$ cat src/rtl/blkmem_pkg.sv
`timescale 1ns/1ps
package blkmem_pkg;

    typedef enum logic [1:0] {
        FLT_NONE  = 2'b00,
        FLT_PRIV  = 2'b01,
        FLT_ALIGN = 2'b10
    } fault_e;

    typedef enum logic {
        ST_IDLE = 1'b0,
        ST_RUN  = 1'b1
    } state_e;

    typedef struct packed {
        logic is_twin;
        logic is_store;
    } op_class_t;

    // bit 1 selects the two-step pair load; otherwise bit 0 selects store
    function automatic op_class_t classify(input logic [1:0] kind);
        op_class_t c;
        c.is_twin  = kind[1];
        c.is_store = ~kind[1] & kind[0];
        return c;
    endfunction

endpackage

$ cat src/rtl/blkmem_base_gen.sv
`timescale 1ns/1ps
module blkmem_base_gen #(
    parameter int ADDR_W = 64,
    parameter int IMM_W  = 13
) (
    input  logic [ADDR_W-1:0] rs1_val,
    input  logic [ADDR_W-1:0] rs2_val,
    input  logic [IMM_W-1:0]  imm_val,
    input  logic              use_imm,
    output logic [ADDR_W-1:0] base
);
    localparam int EXT_W = ADDR_W - IMM_W;

    logic [ADDR_W-1:0] imm_ext;
    assign imm_ext = {{EXT_W{imm_val[IMM_W-1]}}, imm_val};
    assign base    = rs1_val + (use_imm ? imm_ext : rs2_val);
endmodule

$ cat src/rtl/blkmem_fault_chk.sv
`timescale 1ns/1ps
module blkmem_fault_chk
    import blkmem_pkg::*;
#(
    parameter int BLK_ALIGN_LG  = 6,
    parameter int TWIN_ALIGN_LG = 4
) (
    input  logic [BLK_ALIGN_LG-1:0] base_lo,
    input  logic                    is_twin,
    input  logic                    priv_viol,
    output fault_e                  fault
);
    logic misalign;
    assign misalign = is_twin ? (base_lo[TWIN_ALIGN_LG-1:0] != '0)
                              : (base_lo != '0);

    // lower priority first, so the stronger cause overwrites it
    always_comb begin
        fault = FLT_NONE;
        if (priv_viol) fault = FLT_PRIV;
        if (misalign)  fault = FLT_ALIGN;
    end
endmodule

$ cat src/rtl/blkmem_ctrl.sv
`timescale 1ns/1ps
module blkmem_ctrl
    import blkmem_pkg::*;
#(
    parameter int BLK_UOPS  = 8,
    parameter int TWIN_UOPS = 2,
    parameter int IDX_W     = 3
) (
    input  logic             clk,
    input  logic             rst,
    input  logic             start_valid,
    input  logic             is_twin,
    input  logic             uop_ready,
    input  fault_e           fault_in,
    output logic             start_ready,
    output logic             uop_valid,
    output logic [IDX_W-1:0] idx,
    output logic             first,
    output logic             last,
    output logic             fault_pulse,
    output fault_e           fault_code
);
    localparam logic [IDX_W-1:0] BLK_LAST  = IDX_W'(BLK_UOPS - 1);
    localparam logic [IDX_W-1:0] TWIN_LAST = IDX_W'(TWIN_UOPS - 1);

    state_e state;
    logic   twin_q;

    assign start_ready = (state == ST_IDLE);
    assign uop_valid   = (state == ST_RUN);
    assign first       = (idx == '0);
    assign last        = (idx == (twin_q ? TWIN_LAST : BLK_LAST));

    always_ff @(posedge clk) begin
        if (rst) begin
            state       <= ST_IDLE;
            idx         <= '0;
            twin_q      <= 1'b0;
            fault_pulse <= 1'b0;
            fault_code  <= FLT_NONE;
        end else begin
            fault_pulse <= 1'b0;
            case (state)
                ST_IDLE: begin
                    if (start_valid) begin
                        state  <= ST_RUN;
                        idx    <= '0;
                        twin_q <= is_twin;
                    end
                end
                ST_RUN: begin
                    if (uop_ready) begin
                        if (first && fault_in != FLT_NONE) begin
                            state       <= ST_IDLE;
                            idx         <= '0;
                            fault_pulse <= 1'b1;
                            fault_code  <= fault_in;
                        end else if (last) begin
                            state <= ST_IDLE;
                            idx   <= '0;
                        end else begin
                            idx <= idx + 1'b1;
                        end
                    end
                end
                default: state <= ST_IDLE;
            endcase
        end
    end
endmodule

$ cat src/rtl/blkmem_uop_seq.sv
`timescale 1ns/1ps
module blkmem_uop_seq
    import blkmem_pkg::*;
#(
    parameter int ADDR_W        = 64,
    parameter int IMM_W         = 13,
    parameter int REG_W         = 5,
    parameter int BLK_UOPS      = 8,
    parameter int TWIN_UOPS     = 2,
    parameter int STRIDE        = 8,
    parameter int BLK_ALIGN_LG  = 6,
    parameter int TWIN_ALIGN_LG = 4,
    localparam int IDX_W        = $clog2(BLK_UOPS)
) (
    input  logic              clk,
    input  logic              rst,
    input  logic              start_valid,
    output logic              start_ready,
    input  logic [1:0]        op_kind,
    input  logic [ADDR_W-1:0] rs1_val,
    input  logic [ADDR_W-1:0] rs2_val,
    input  logic [IMM_W-1:0]  imm_val,
    input  logic              use_imm,
    input  logic [REG_W-1:0]  data_reg,
    input  logic              priv_viol,
    output logic              uop_valid,
    input  logic              uop_ready,
    output logic [IDX_W-1:0]  uop_idx,
    output logic [ADDR_W-1:0] uop_addr,
    output logic [REG_W-1:0]  uop_reg,
    output logic              uop_is_store,
    output logic              uop_chk_en,
    output logic              uop_first,
    output logic              uop_last,
    output logic              uop_dcommit,
    output logic              fault_pulse,
    output logic [1:0]        fault_code
);
    logic [ADDR_W-1:0] base_w;
    logic [ADDR_W-1:0] base_q;
    op_class_t         cls_in;
    op_class_t         cls_q;
    logic [REG_W-1:0]  reg_q;
    logic              priv_q;
    fault_e            fault_now;
    fault_e            fault_q;
    logic [IDX_W-1:0]  idx;
    logic              first;
    logic              last;

    assign cls_in = classify(op_kind);

    blkmem_base_gen #(.ADDR_W(ADDR_W), .IMM_W(IMM_W)) u_base (
        .rs1_val (rs1_val),
        .rs2_val (rs2_val),
        .imm_val (imm_val),
        .use_imm (use_imm),
        .base    (base_w)
    );

    always_ff @(posedge clk) begin
        if (rst) begin
            base_q <= '0;
            cls_q  <= '0;
            reg_q  <= '0;
            priv_q <= 1'b0;
        end else if (start_valid && start_ready) begin
            base_q <= base_w;
            cls_q  <= cls_in;
            reg_q  <= data_reg;
            priv_q <= priv_viol;
        end
    end

    blkmem_fault_chk #(
        .BLK_ALIGN_LG  (BLK_ALIGN_LG),
        .TWIN_ALIGN_LG (TWIN_ALIGN_LG)
    ) u_fault (
        .base_lo   (base_q[BLK_ALIGN_LG-1:0]),
        .is_twin   (cls_q.is_twin),
        .priv_viol (priv_q),
        .fault     (fault_now)
    );

    blkmem_ctrl #(
        .BLK_UOPS  (BLK_UOPS),
        .TWIN_UOPS (TWIN_UOPS),
        .IDX_W     (IDX_W)
    ) u_ctrl (
        .clk         (clk),
        .rst         (rst),
        .start_valid (start_valid),
        .is_twin     (cls_in.is_twin),
        .uop_ready   (uop_ready),
        .fault_in    (fault_now),
        .start_ready (start_ready),
        .uop_valid   (uop_valid),
        .idx         (idx),
        .first       (first),
        .last        (last),
        .fault_pulse (fault_pulse),
        .fault_code  (fault_q)
    );

    assign uop_idx      = idx;
    assign uop_addr     = base_q + ADDR_W'(idx) * ADDR_W'(STRIDE);
    assign uop_reg      = reg_q + REG_W'(idx);
    assign uop_is_store = uop_valid & cls_q.is_store;
    assign uop_first    = uop_valid & first;
    assign uop_last     = uop_valid & last;
    assign uop_dcommit  = uop_valid & ~last;
    assign uop_chk_en   = uop_valid & first;
    assign fault_code   = fault_q;
endmodule

$ cat config.mk
export PLATFORM = sky130hd
export DESIGN_NAME = blkmem_uop_seq
export DESIGN_NICKNAME = d
export VERILOG_FILES = /design/src/rtl/blkmem_pkg.sv /design/src/rtl/blkmem_base_gen.sv /design/src/rtl/blkmem_fault_chk.sv /design/src/rtl/blkmem_ctrl.sv /design/src/rtl/blkmem_uop_seq.sv
export SDC_FILE = /design/constraint.sdc
export NUM_CORES = 1
export LEC_CHECK = 0
export BUFFER_PORTS_ARGS = -buffer_cell sky130_fd_sc_hd__buf_4
export CORE_ASPECT_RATIO = 2
export CORE_UTILIZATION = 59
export DETAILED_ROUTE_END_ITERATION = 8
export PLACE_DENSITY = 0.88
export SLEW_MARGIN = 20
export SYNTH_ARGS = -nofsm -noshare
export SYNTH_HDL_FRONTEND = slang
export SYNTH_SLANG_ARGS = --single-unit
$ cat constraint.sdc
create_clock -name clk -period 7.3 [get_ports clk]
set_input_delay 0.73 -clock clk [delete_from_list [all_inputs] [get_ports clk]]
set_output_delay 0.73 -clock clk [all_outputs]
set_load 0.005 [all_outputs]
; Word level (Yosys, flattened, before mapping)
; Cells that the tools add are included.
; Widths: inputs -> output; s select.
[totals]
in_bits = 154
ff_bits = 80
word_cells = 52
output_inout_bits = 82
[classes]
n_mux = 16
n_eq_ne = 3
bitwise = 9
reduce_logical = 10
add_sub_neg = 4
[op_table]
columns = op, count
row1 = $add 64x6->64, 1
row2 = $add 64x64->64, 1
row3 = $mux 64, 1
row4 = $mux 3, 5
row5 = $mux 1, 7
row6 = $pmux 3 s2, 1
row7 = $reduce_bool 6->1, 1
row8 = $add 5x3->5, 1
row9 = $and 1x1->1, 5
row10 = $ne 2x2->1 const B, 2
row11 = $not 1->1, 4
row12 = $reduce_and 2->1, 2
row13 = $reduce_bool 4->1, 1
row14 = $add 3x1->3 const B, 1
row15 = $eq 3x3->1, 1
row16 = $logic_not 3->1, 1
row17 = $reduce_and 3->1, 1
row18 = $reduce_or 3->1, 1
row19 = $logic_and 1x1->1, 2
row20 = $mux 2, 1
row21 = $pmux 1 s2, 1
row22 = $reduce_bool 2->1, 1

; Longest topological paths before layout
; Gate-level depths: netlist of the first run.
[logic_depth]
ltp_word = 8
depth_mapped = 16
ltp_nobuf = 13

; Modules after synthesis
; A second synthesis of the first run with hierarchy kept.
[unflattened]
hier_cells = 1291
area_unflattened_um2 = 9033.7
[modules_own_cells]
columns = module, area_per_inst_um2, n_inst, seq_area_each_um2, cells_each
row1 = blkmem_base_gen, 4456.8, 1, 0.0, 692
row2 = blkmem_uop_seq, 4131.5, 1, 1441.4, 549
row3 = blkmem_ctrl, 406.6, 1, 160.2, 45
row4 = blkmem_fault_chk, 38.8, 1, 0.0, 5

; Worst setup path before layout of the first run
; OpenSTA, ideal clock, no wires.
[synth_timing]
path_kind = input port to flip-flop
start = in use_imm
end = reg base_q[61]
setup_time_ps = 120
path_buffers = 2
arrival_ps = 4074
path_slack_ps = 3106
required_time_ps = 7180
path_stages = 14
path_cell_list = clkbuf_1 > buf_1 > mux2_2 > ha_1 > nand4_1 > nor3_1 > a21bo_1 > o211ai_1 > o2111ai_1 > a2111oi_2 > o211ai_2 > a21oi_1 > o21ai_1 > a211o_1
[synth_between]
elab_chain_cells = 2
[synth_lines]
columns = element, line
row1 = start: declaration, blkmem_uop_seq.sv:23  ; input logic use_imm,
row2 = $mux 64, blkmem_base_gen.sv:16  ; assign base = rs1_val + (use_imm ? imm_ext : rs2_val);
row3 = $add 64x64->64, blkmem_base_gen.sv:16
row4 = end signal: assignment, blkmem_uop_seq.sv:68  ; base_q <= base_w;
row5 = end: declaration, blkmem_uop_seq.sv:40  ; logic [ADDR_W-1:0] base_q;
; No other way between the ends.
; A chain may end at the register's enable or synchronous reset.

; Final worst setup path of the first run
[layout_timing]
start = in use_imm
end = reg base_q[55]
; Same word-level chain as after synthesis.

==> results.py, run 1 <==
metrics = {
    "global_routing": {
        "use_met2": 0.745,
        "grt_first_pass_wirelength_um": 48100,
        "grt_antenna_before_repair": 0,
        "overflow": 0,
        "busiest_layer": "met2",
        "met3_usage": 0.104,
        "met1_usage": 0.364,
        "grt_usage": 0.415,
        "grt_max_degree": 78,
        "grt_pass1_vias": 9868,
    },
    "logic_synthesis": {
        "synth_edf_count": 0,
        "yosysWarnings": 0,
        "yosysSeqAreaShare": 0.184,
        "yosys_register_bits": 79,
        "synthArstFlopShare": 0,
        "avgSynthCellArea_sq_um": 6.94,
        "syn_inst": 1241,
        "synth_cell_type_count": 73,
        "synth_nets": 1469,
        "netlist_area_sq_um": 8610,
        "ys_dominant_reg_cell": "dfxtp_1",
    },
    "floorplanning": {
        "die_h_um": 173,
        "io-pin-count": 236,
        "std_cell_rows": 62,
        "dieArea_sq_um": 15100,
        "start_util": 0.603,
        "fp.dieW_um": 87.4,
        "core_sq_um": 14300,
    },
    "routing": {
        "drt_iter0_markers": 714,
        "vias": 10111,
        "wire_per_inst_um": 19.2,
        "firstDrtPassIters": 9,
        "drcViolationCount": 1,
        "ant_nets": 0,
        "avgViaCountPerCell": 6.25,
        "drt_wl_total_um": 31100,
    },
    "sta": {
        "slew_violations": 0,
        "rsz0062_at_grt": "false",
        "finalWorstSetupSlack_ps": 2430,
        "post-route-period-util": 0.667,
        "setup_viol": 0,
        "worst_slew_pin_slew_ps": 871,
        "finClkSkew_ps": 6.45,
        "fmax_mhz": 205,
        "tns_ps": 0,
        "hold_ws_ps": 454,
        "slew_headroom": 0.419,
        "post-route-min-period_ps": 4870,
        "hold_viol": 0,
    },
    "min_path": {
        "min_path_cells": 2,
        "hold_end": "cls_q[0]",
        "min_from": "cls_q[0]",
        "hp-class": "flop to flop",
    },
    "placed_design": {
        "io_buffers": 235,
        "gp_congestion": 1.03,
        "place_worst_setup_slack_ps": 2370,
        "dp_hpwl_um": 24100,
        "dpl_cell_area_sq_um": 10400,
        "numPlacedInstances": 1602,
    },
    "worst_setup_path": {
        "cp.arrival_ps": 5080,
        "rr_worst_depth": 6,
        "worstSetupStartpointType": "primary input",
        "end_kind": "flop",
        "cp.required_ps": 7520,
        "rrSetupSlack_ps": 5110,
        "crit_fanout": 65,
        "r2r_start": "u_ctrl.uop_valid",
        "crit_type": "primary input to flop",
        "worstReg2RegEnd": "base_q[61]",
    },
    "clocking": {
        "cts.path.max_buffers": 2,
        "postCtsSetupBuffers": 0,
        "cts_tree": "done",
        "cts-root-buf": "clkbuf_16",
        "clk_pin_slew_ps": 60,
        "clkSinkCount": 79,
        "cts-hold-fix-buffers": 0,
        "clock_latency_ps": 350,
        "htree_levels": 3,
        "post_cts_resized": 0,
        "cts_buffers": 9,
    },
    "cells_and_area": {
        "nNetsFinal": 1649,
        "syn_to_final_growth_pct": 24.3,
        "final_common_cell": "buf_4",
        "final_cell_mix": "buf_4, nand2_1, a21oi_1",
        "fin_util": 0.750,
        "fin_area_sq_um": 10700,
        "num-fill-cells": 1187,
        "layout-drive-gt1-share": 0.198,
        "post_layout_nonfiller_instances": 1618,
        "diodes": 0,
    },
    "run_status": {
        "status": "finished with violations",
        "violations": "DRC",
    },
    "power_and_ir_drop": {
        "irDropWorstVdd_uv": 133,
        "pwr_density_cell_nw_per_um2": 174,
        "power_leakage_nw": 5.01,
        "power.total_mw": 1.87,
    },
    "flow_run": {
        "max_cap_violations": 0,
    },
}
==> synth_stat cells (13+ instances only) <==
cell	number	area [sq um]
nand2_1	199	747
a21oi_1	136	681
o21ai_0	94	470
inv_1	83	312
xnor2_1	81	709
dfxtp_1	79	1580
ha_1	71	888
nor2_1	59	221
clkbuf_1	55	206
nand3_1	38	190
a21o_1	36	270
xor2_1	30	263
nand4_1	29	181
and3_1	26	163
nor3_1	25	125
o21bai_1	13	97.6
==> cell families (layout without fill, tap and decap cells) <==
| family | Yosys count | after routing | synth area share |
|---|---|---|---|
| buffers and inverters | 153 | 338 | 0.0694 |
| adder cells (fa/ha/maj) | 74 | 74 | 0.110 |
| multiplexers | 12 | 12 | 0.0157 |
| AND/OR/NAND/NOR | 440 | 440 | 0.241 |
| AO/OA/AOI/OAI | 372 | 372 | 0.268 |
| flip-flops | 79 | 79 | 0.184 |
| XOR/XNOR | 111 | 111 | 0.113 |
==> state kept, by name, summed over array words and instances (netlist names) <==
name,flops
u_ctrl.fault_pulse,1
cls_q,2
priv_q,1
u_ctrl.idx,3
u_ctrl.fault_code,2
base_q,64
reg_q,5
u_ctrl.uop_valid,1
==> power breakdown <==
| part | total, mW | switching (mW) | internal [mW] |
|---|---|---|---|
| clock | 0.520 | 0.199 | 0.322 |
| combinational | 0.813 | 0.459 | 0.354 |
| sequential | 0.534 | 0.0560 | 0.478 |
==> worst max-delay path: stages <==
cell and delay [ps]:
buf_4 490, nand2_1 480, buf_4 380, o21ai_0 110, ha_1 360, a21oi_1 190, o21ai_1 90, a2111oi_0 570
nor2_1 130, a41oi_1 370, a31oi_1 210, a21boi_1 380, o21bai_1 160, o311ai_0 410
==> final cells by class <==
cell class / instances / area (sq um) / area share
Clock inverter: 5 / 86.3 / 0.00806
Timing Repair Buffer: 238 / 1790 / 0.167
Clock buffer: 11 / 253 / 0.0236
Sequential cell: 79 / 1580 / 0.148
Tap cell: 192 / 240 / 0.0224
Multi-Input combinational cell: 1009 / 6440 / 0.602
Inverter: 84 / 315 / 0.0294
==> per-layer routing <==
layer  routed length [um]  share of wire
met1                 9640           0.31
met2                16400           0.53
met4                 3050          0.098
met3                 2040          0.065
met5                    0              0
==> worst max-delay path by stage <==
| stage | to | slack, ps | startpoint | cells past startpoint |
|---|---|---|---|---|
| global placement | base_q[61] | 2500 | use_imm | 13 |
| CTS | base_q[61] | 2710 | use_imm | 13 |
| detailed placement | base_q[61] | 2370 | use_imm | 13 |
| floorplan | base_q[61] | 3110 | use_imm | 14 |
| global route | uop_addr[37] | 2180 | u_ctrl.idx[1] | 10 |
| finish | base_q[55] | 2430 | use_imm | 14 |
Note: power is estimated with default switching activity, not from simulation.
==> run 2: changes to the inputs <==
--- a/config.mk
+++ b/config.mk
@@ -7,9 +7,9 @@
 export LEC_CHECK = 0
 export BUFFER_PORTS_ARGS = -buffer_cell sky130_fd_sc_hd__buf_4
 export CORE_ASPECT_RATIO = 2
-export CORE_UTILIZATION = 59
+export CORE_UTILIZATION = 49
 export DETAILED_ROUTE_END_ITERATION = 8
-export PLACE_DENSITY = 0.88
+export PLACE_DENSITY = 0.78
 export SLEW_MARGIN = 20
 export SYNTH_ARGS = -nofsm -noshare
 export SYNTH_HDL_FRONTEND = slang
==> constraint.sdc (replaced) <==
create_clock -name clk -period 4.31 [get_ports clk]
set_input_delay 0.431 -clock clk [delete_from_list [all_inputs] [get_ports clk]]
set_output_delay 0.431 -clock clk [all_outputs]
set_load 0.005 [all_outputs]
==> run 2 against run 1 <==
The run now ends clean. Flip-flop and latch count is the same. Final area grew 1.5%. Largest power group unchanged. Sequential power is 68% higher. Cell count rose by 2.2%. Critical endpoint is now base_q[40]. Largest cell class unchanged. Clock power is 74% higher. Clock skew up 5.6 ps. Die area rose by 20%. Core utilization shrank 12 points. Routed wire length fell by 8.6%.
==> results.py, run 2 (synthesized netlist as in run 1, its figures left out) <==
metrics = {
    "run_status": {
        "status": "finished clean",
    },
    "cells_and_area": {
        "layout-drive-gt1-share": 0.208,
        "nNetsFinal": 1667,
        "final_common_cell": "buf_4",
        "largest_register": "base_q",
        "fin_area_sq_um": 10900,
        "multi_input_area_sq_um": 6440,
        "register_area_sq_um": 1580,
        "syn_to_final_growth_pct": 26.2,
        "largest_reg_flops": 64,
        "final_cell_mix": "buf_4, nand2_1, a21oi_1",
        "num-fill-cells": 1636,
        "reg_top3": "base_q (64), reg_q (5), u_ctrl.idx (3)",
        "diodes": 0,
    },
    "clocking": {
        "cts_buffers": 9,
        "cts.path.max_buffers": 2,
        "cts_tree": "done",
        "clk_pin_slew_ps": 70,
        "htree_levels": 3,
        "postCtsSetupBuffers": 0,
        "clkSinkCount": 79,
        "cts-root-buf": "clkbuf_16",
        "post_cts_resized": 0,
        "cts-hold-fix-buffers": 0,
        "clock_latency_ps": 350,
    },
    "sta": {
        "tns_ps": 0,
        "finClkSkew_ps": 12.1,
        "setup_viol": 0,
        "rsz0062_at_grt": "false",
        "fmax_mhz": 257,
        "finalWorstSetupSlack_ps": 419,
        "slew_headroom": 0.326,
        "slew_violations": 0,
        "hold_viol": 0,
        "post-route-min-period_ps": 3890,
        "post-route-period-util": 0.903,
        "worst_slew_pin_slew_ps": 1010,
    },
    "placed_design": {
        "io_buffers": 235,
        "place_worst_setup_slack_ps": 157,
        "dpl_cell_area_sq_um": 10500,
        "dp_hpwl_um": 23300,
        "gp_congestion": 1.07,
    },
    "global_routing": {
        "grt_max_degree": 75,
        "overflow": 0,
        "grt_antenna_before_repair": 0,
        "grt_pass1_vias": 9315,
        "grt_usage": 0.311,
        "grt_first_pass_wirelength_um": 43800,
    },
    "power_and_ir_drop": {
        "power_leakage_nw": 5.10,
        "power.total_mw": 3.16,
        "irDropWorstVdd_uv": 215,
        "pwr_density_cell_nw_per_um2": 291,
    },
    "floorplanning": {
        "dieArea_sq_um": 18100,
        "io-pin-count": 236,
        "fp.dieW_um": 95.8,
        "start_util": 0.501,
        "core_sq_um": 17200,
        "die_h_um": 190,
        "std_cell_rows": 68,
    },
    "worst_setup_path": {
        "crit_type": "primary input to flop",
        "crit_fanout": 16,
        "worstSetupStartpointType": "primary input",
        "cp.required_ps": 4530,
        "cp.arrival_ps": 4110,
        "end_kind": "flop",
    },
    "routing": {
        "wire_per_inst_um": 17.2,
        "drcViolationCount": 0,
        "ant_nets": 0,
        "firstDrtPassIters": 5,
        "avgViaCountPerCell": 5.83,
        "drt_iter0_markers": 413,
        "drt_wl_total_um": 28500,
        "vias": 9643,
    },
    "flow_run": {
        "max_cap_violations": 0,
    },
    "min_path": {
        "hp-class": "primary input to flop",
    },
}
[run 2: through the flow]
step                      std cells  hold WS, ps   util
after global routing           1653          338  0.632
after CTS                      1653          326  0.632
final                          1653          322  0.632
after floorplan                1241          425      -
after global placement         1638          437  0.612
after detailed placement       1638          445  0.612
[run 2: area by class of cell]
class | instances | share of cell area
well taps | 210 | 0.0242
multi-input cells | 1009 | 0.593
clock buffers | 9 | 0.0207
clock inverters | 6 | 0.0107
flip-flops and latches | 79 | 0.146
inverters | 84 | 0.0290
repair buffers | 256 | 0.177
[run 2: path summary, 6_finish.rpt]
check	to	slack (ps)	startpoint	depth (start not counted)
max reg2reg	base_q[50]	2020	u_ctrl.uop_valid	5
min	reg_q[0]	320	data_reg[0]	3
min reg2reg	base_q[40]	450	base_q[40]	2
max	base_q[40]	420	use_imm	14
[run 2: critical path, cell delays in order]
cell      delay (ps)
buf_4            190
buf_4            190
mux2_2           360
ha_1             400
and3_1           200
a221oi_2          70
or3_1            390
a211oi_1         660
nor3_1           200
o31ai_1          390
a21oi_1          170
o21bai_1         170
xnor2_1          200
o21ai_1           80
[run 2: layer usage]
layer | share of wire | routed length [um] | up-vias | track usage
met2 | 0.55 | 15600 | 335 | 0.584
met3 | 0.043 | 1220 | 145 | 0.0353
li1 | - | - | 4741 | -
met4 | 0.079 | 2240 | 0 | 0.234
met1 | 0.33 | 9450 | 4422 | 0.293
met5 | 0 | 0 | - | 0
[run 2: report_power, final]
group / switching [mW] / leakage, nW / internal (mW)
sequential: 0.0853 / 0.649 / 0.809
clock: 0.336 / 0.166 / 0.568
combinational: 0.744 / 4.28 / 0.618
total: 1.16 / 5.10 / 2.00
==> run 3: changes to the inputs <==
--- a/config.mk
+++ b/config.mk
@@ -7,9 +7,9 @@
 export LEC_CHECK = 0
 export BUFFER_PORTS_ARGS = -buffer_cell sky130_fd_sc_hd__buf_4
 export CORE_ASPECT_RATIO = 2
-export CORE_UTILIZATION = 49
+export CORE_UTILIZATION = 47
 export DETAILED_ROUTE_END_ITERATION = 8
-export PLACE_DENSITY = 0.78
+export PLACE_DENSITY = 0.76
 export SLEW_MARGIN = 20
 export SYNTH_ARGS = -nofsm -noshare
 export SYNTH_HDL_FRONTEND = slang
==> run 3 against run 2 <==
The run now ends with DRC left. Clock-buffer cell count is 2 higher. Worst setup slack worse by 32 ps. Global-route usage is 1.1 points lower. Routed wire length is 1.5% higher. Sequential power hardly changed. Combinational power hardly changed. Core utilization is 2.9 points lower.
==> results.py, run 3 (synthesized netlist as in run 1, its figures left out) <==
metrics = {
    "worst_setup_path": {
        "cp.arrival_ps": 3490,
        "rrSetupSlack_ps": 2000,
        "cp.required_ps": 3880,
        "end_kind": "output port",
        "rr_worst_depth": 5,
        "critPathLaunch": "u_ctrl.idx[1]",
        "crit_type": "flop to output port",
        "crit_fanout": 7,
        "r2r_start": "u_ctrl.uop_valid",
        "worstSetupStartpointType": "flop",
    },
    "cells_and_area": {
        "largest_reg_flops": 64,
        "nNetsFinal": 1664,
        "num-fill-cells": 1722,
        "post_layout_nonfiller_instances": 1654,
        "syn_to_final_growth_pct": 25.2,
        "layout-drive-gt1-share": 0.206,
        "final_cell_mix": "buf_4, nand2_1, a21oi_1",
        "largest_register": "base_q",
        "diodes": 0,
        "fin_area_sq_um": 10800,
        "final_common_cell": "buf_4",
        "reg_top3": "base_q (64), reg_q (5), u_ctrl.idx (3)",
    },
    "run_status": {
        "violations": "DRC",
        "status": "finished with violations",
    },
    "sta": {
        "tns_ps": 0,
        "hold_ws_ps": 328,
        "slew_violations": 0,
        "hold_viol": 0,
        "fmax_mhz": 255,
        "finClkSkew_ps": 9.57,
        "worst_slew_pin_slew_ps": 1100,
        "slew_headroom": 0.268,
        "post-route-min-period_ps": 3920,
        "setup_viol": 0,
        "post-route-period-util": 0.910,
        "rsz0062_at_grt": "false",
    },
    "clocking": {
        "cts_tree": "done",
        "htree_levels": 3,
        "post_cts_resized": 0,
        "cts.path.max_buffers": 2,
        "clkSinkCount": 79,
        "clk_pin_slew_ps": 70,
        "cts_buffers": 9,
        "cts-root-buf": "clkbuf_16",
        "cts-hold-fix-buffers": 0,
        "clock_latency_ps": 350,
        "postCtsSetupBuffers": 0,
    },
    "min_path": {
        "hp-class": "primary input to flop",
        "min_path_cells": 3,
        "min_from": "data_reg[3]",
    },
    "routing": {
        "drcViolationCount": 30,
        "wire_per_inst_um": 17.5,
        "firstDrtPassIters": 8,
        "avgViaCountPerCell": 5.89,
        "drt_wl_total_um": 28900,
        "ant_nets": 0,
        "drt_iter0_markers": 399,
        "vias": 9749,
    },
    "global_routing": {
        "grt_max_degree": 75,
        "grt_first_pass_wirelength_um": 45400,
        "grt_pass1_vias": 9497,
        "overflow": 0,
        "grt_antenna_before_repair": 0,
        "grt_usage": 0.299,
    },
    "floorplanning": {
        "core_sq_um": 17900,
        "dieArea_sq_um": 18900,
        "fp.dieW_um": 97.7,
        "start_util": 0.482,
        "std_cell_rows": 69,
        "io-pin-count": 236,
        "die_h_um": 193,
    },
    "placed_design": {
        "io_buffers": 235,
        "dpl_cell_area_sq_um": 10500,
        "gp_congestion": 1.01,
        "dp_hpwl_um": 23400,
        "numPlacedInstances": 1638,
    },
    "flow_run": {
        "max_cap_violations": 0,
    },
    "power_and_ir_drop": {
        "pwr_density_cell_nw_per_um2": 278,
        "irDropWorstVdd_uv": 196,
        "power_leakage_nw": 5.05,
    },
}
==> run 3: cell count changes in the layout (fill, tap and decap cells not counted), sizes merged <==
cell / change
buf: -3
clkinvlp: +2
inv: -2
clkinv: +2
bufinv: -3
clkbuf: +2
==> run 3: stage by stage <==
| step | setup slack (ps) | utilization | total power, mW |
|---|---|---|---|
| 6_report | 388 | 0.603 | 2.99 |
| 5_1_grt | 209 | 0.603 | 3.15 |
| 4_1_cts | 401 | 0.603 | 2.98 |
| 3_5_place_dp | 178 | 0.588 | 2.25 |
| 3_3_place_gp | 226 | 0.588 | 2.23 |
| 2_1_floorplan | 415 | - | 1.74 |
==> run 3: cell type report <==
type                       instances  area [sq um]  area share
tap                              213           267      0.0247
sequential                        79          1580       0.147
timing repair buffer             253          1900       0.176
multi-input combinational       1009          6440       0.598
clock inverter                     5          33.8     0.00313
clock buffer                      11           243      0.0225
inverter                          84           315      0.0292
==> run 3: report_power, final <==
| part | total (mW) | internal [mW] | switching, mW |
|---|---|---|---|
| Combinational | 1.36 | 0.616 | 0.739 |
| Sequential | 0.896 | 0.809 | 0.0870 |
| Clock | 0.743 | 0.406 | 0.337 |
| Total | 2.99 | 1.83 | 1.16 |
==> run 3: final timing paths <==
check | endpoint
setup reg to reg | base_q[5]
setup / recovery | uop_addr[47]
hold reg to reg | base_q[40]
hold / removal | reg_q[3]
==> run 3: routing by layer <==
layer  track usage  share of wire
met3        0.0289          0.051
met5             0              0
met4         0.227          0.073
met1         0.292           0.34
met2         0.568           0.54
==> run 3: critical path, stage by stage (launching register included) <==
cell      delay (ps)
dfxtp_1          460
inv_1            190
fa_1             480
inv_1             70
a21o_1           140
nor2b_1          280
and3_1           410
nand2b_1         290
nor2_1           260
nand4_1          160
xnor2_1          250
buf_4            150
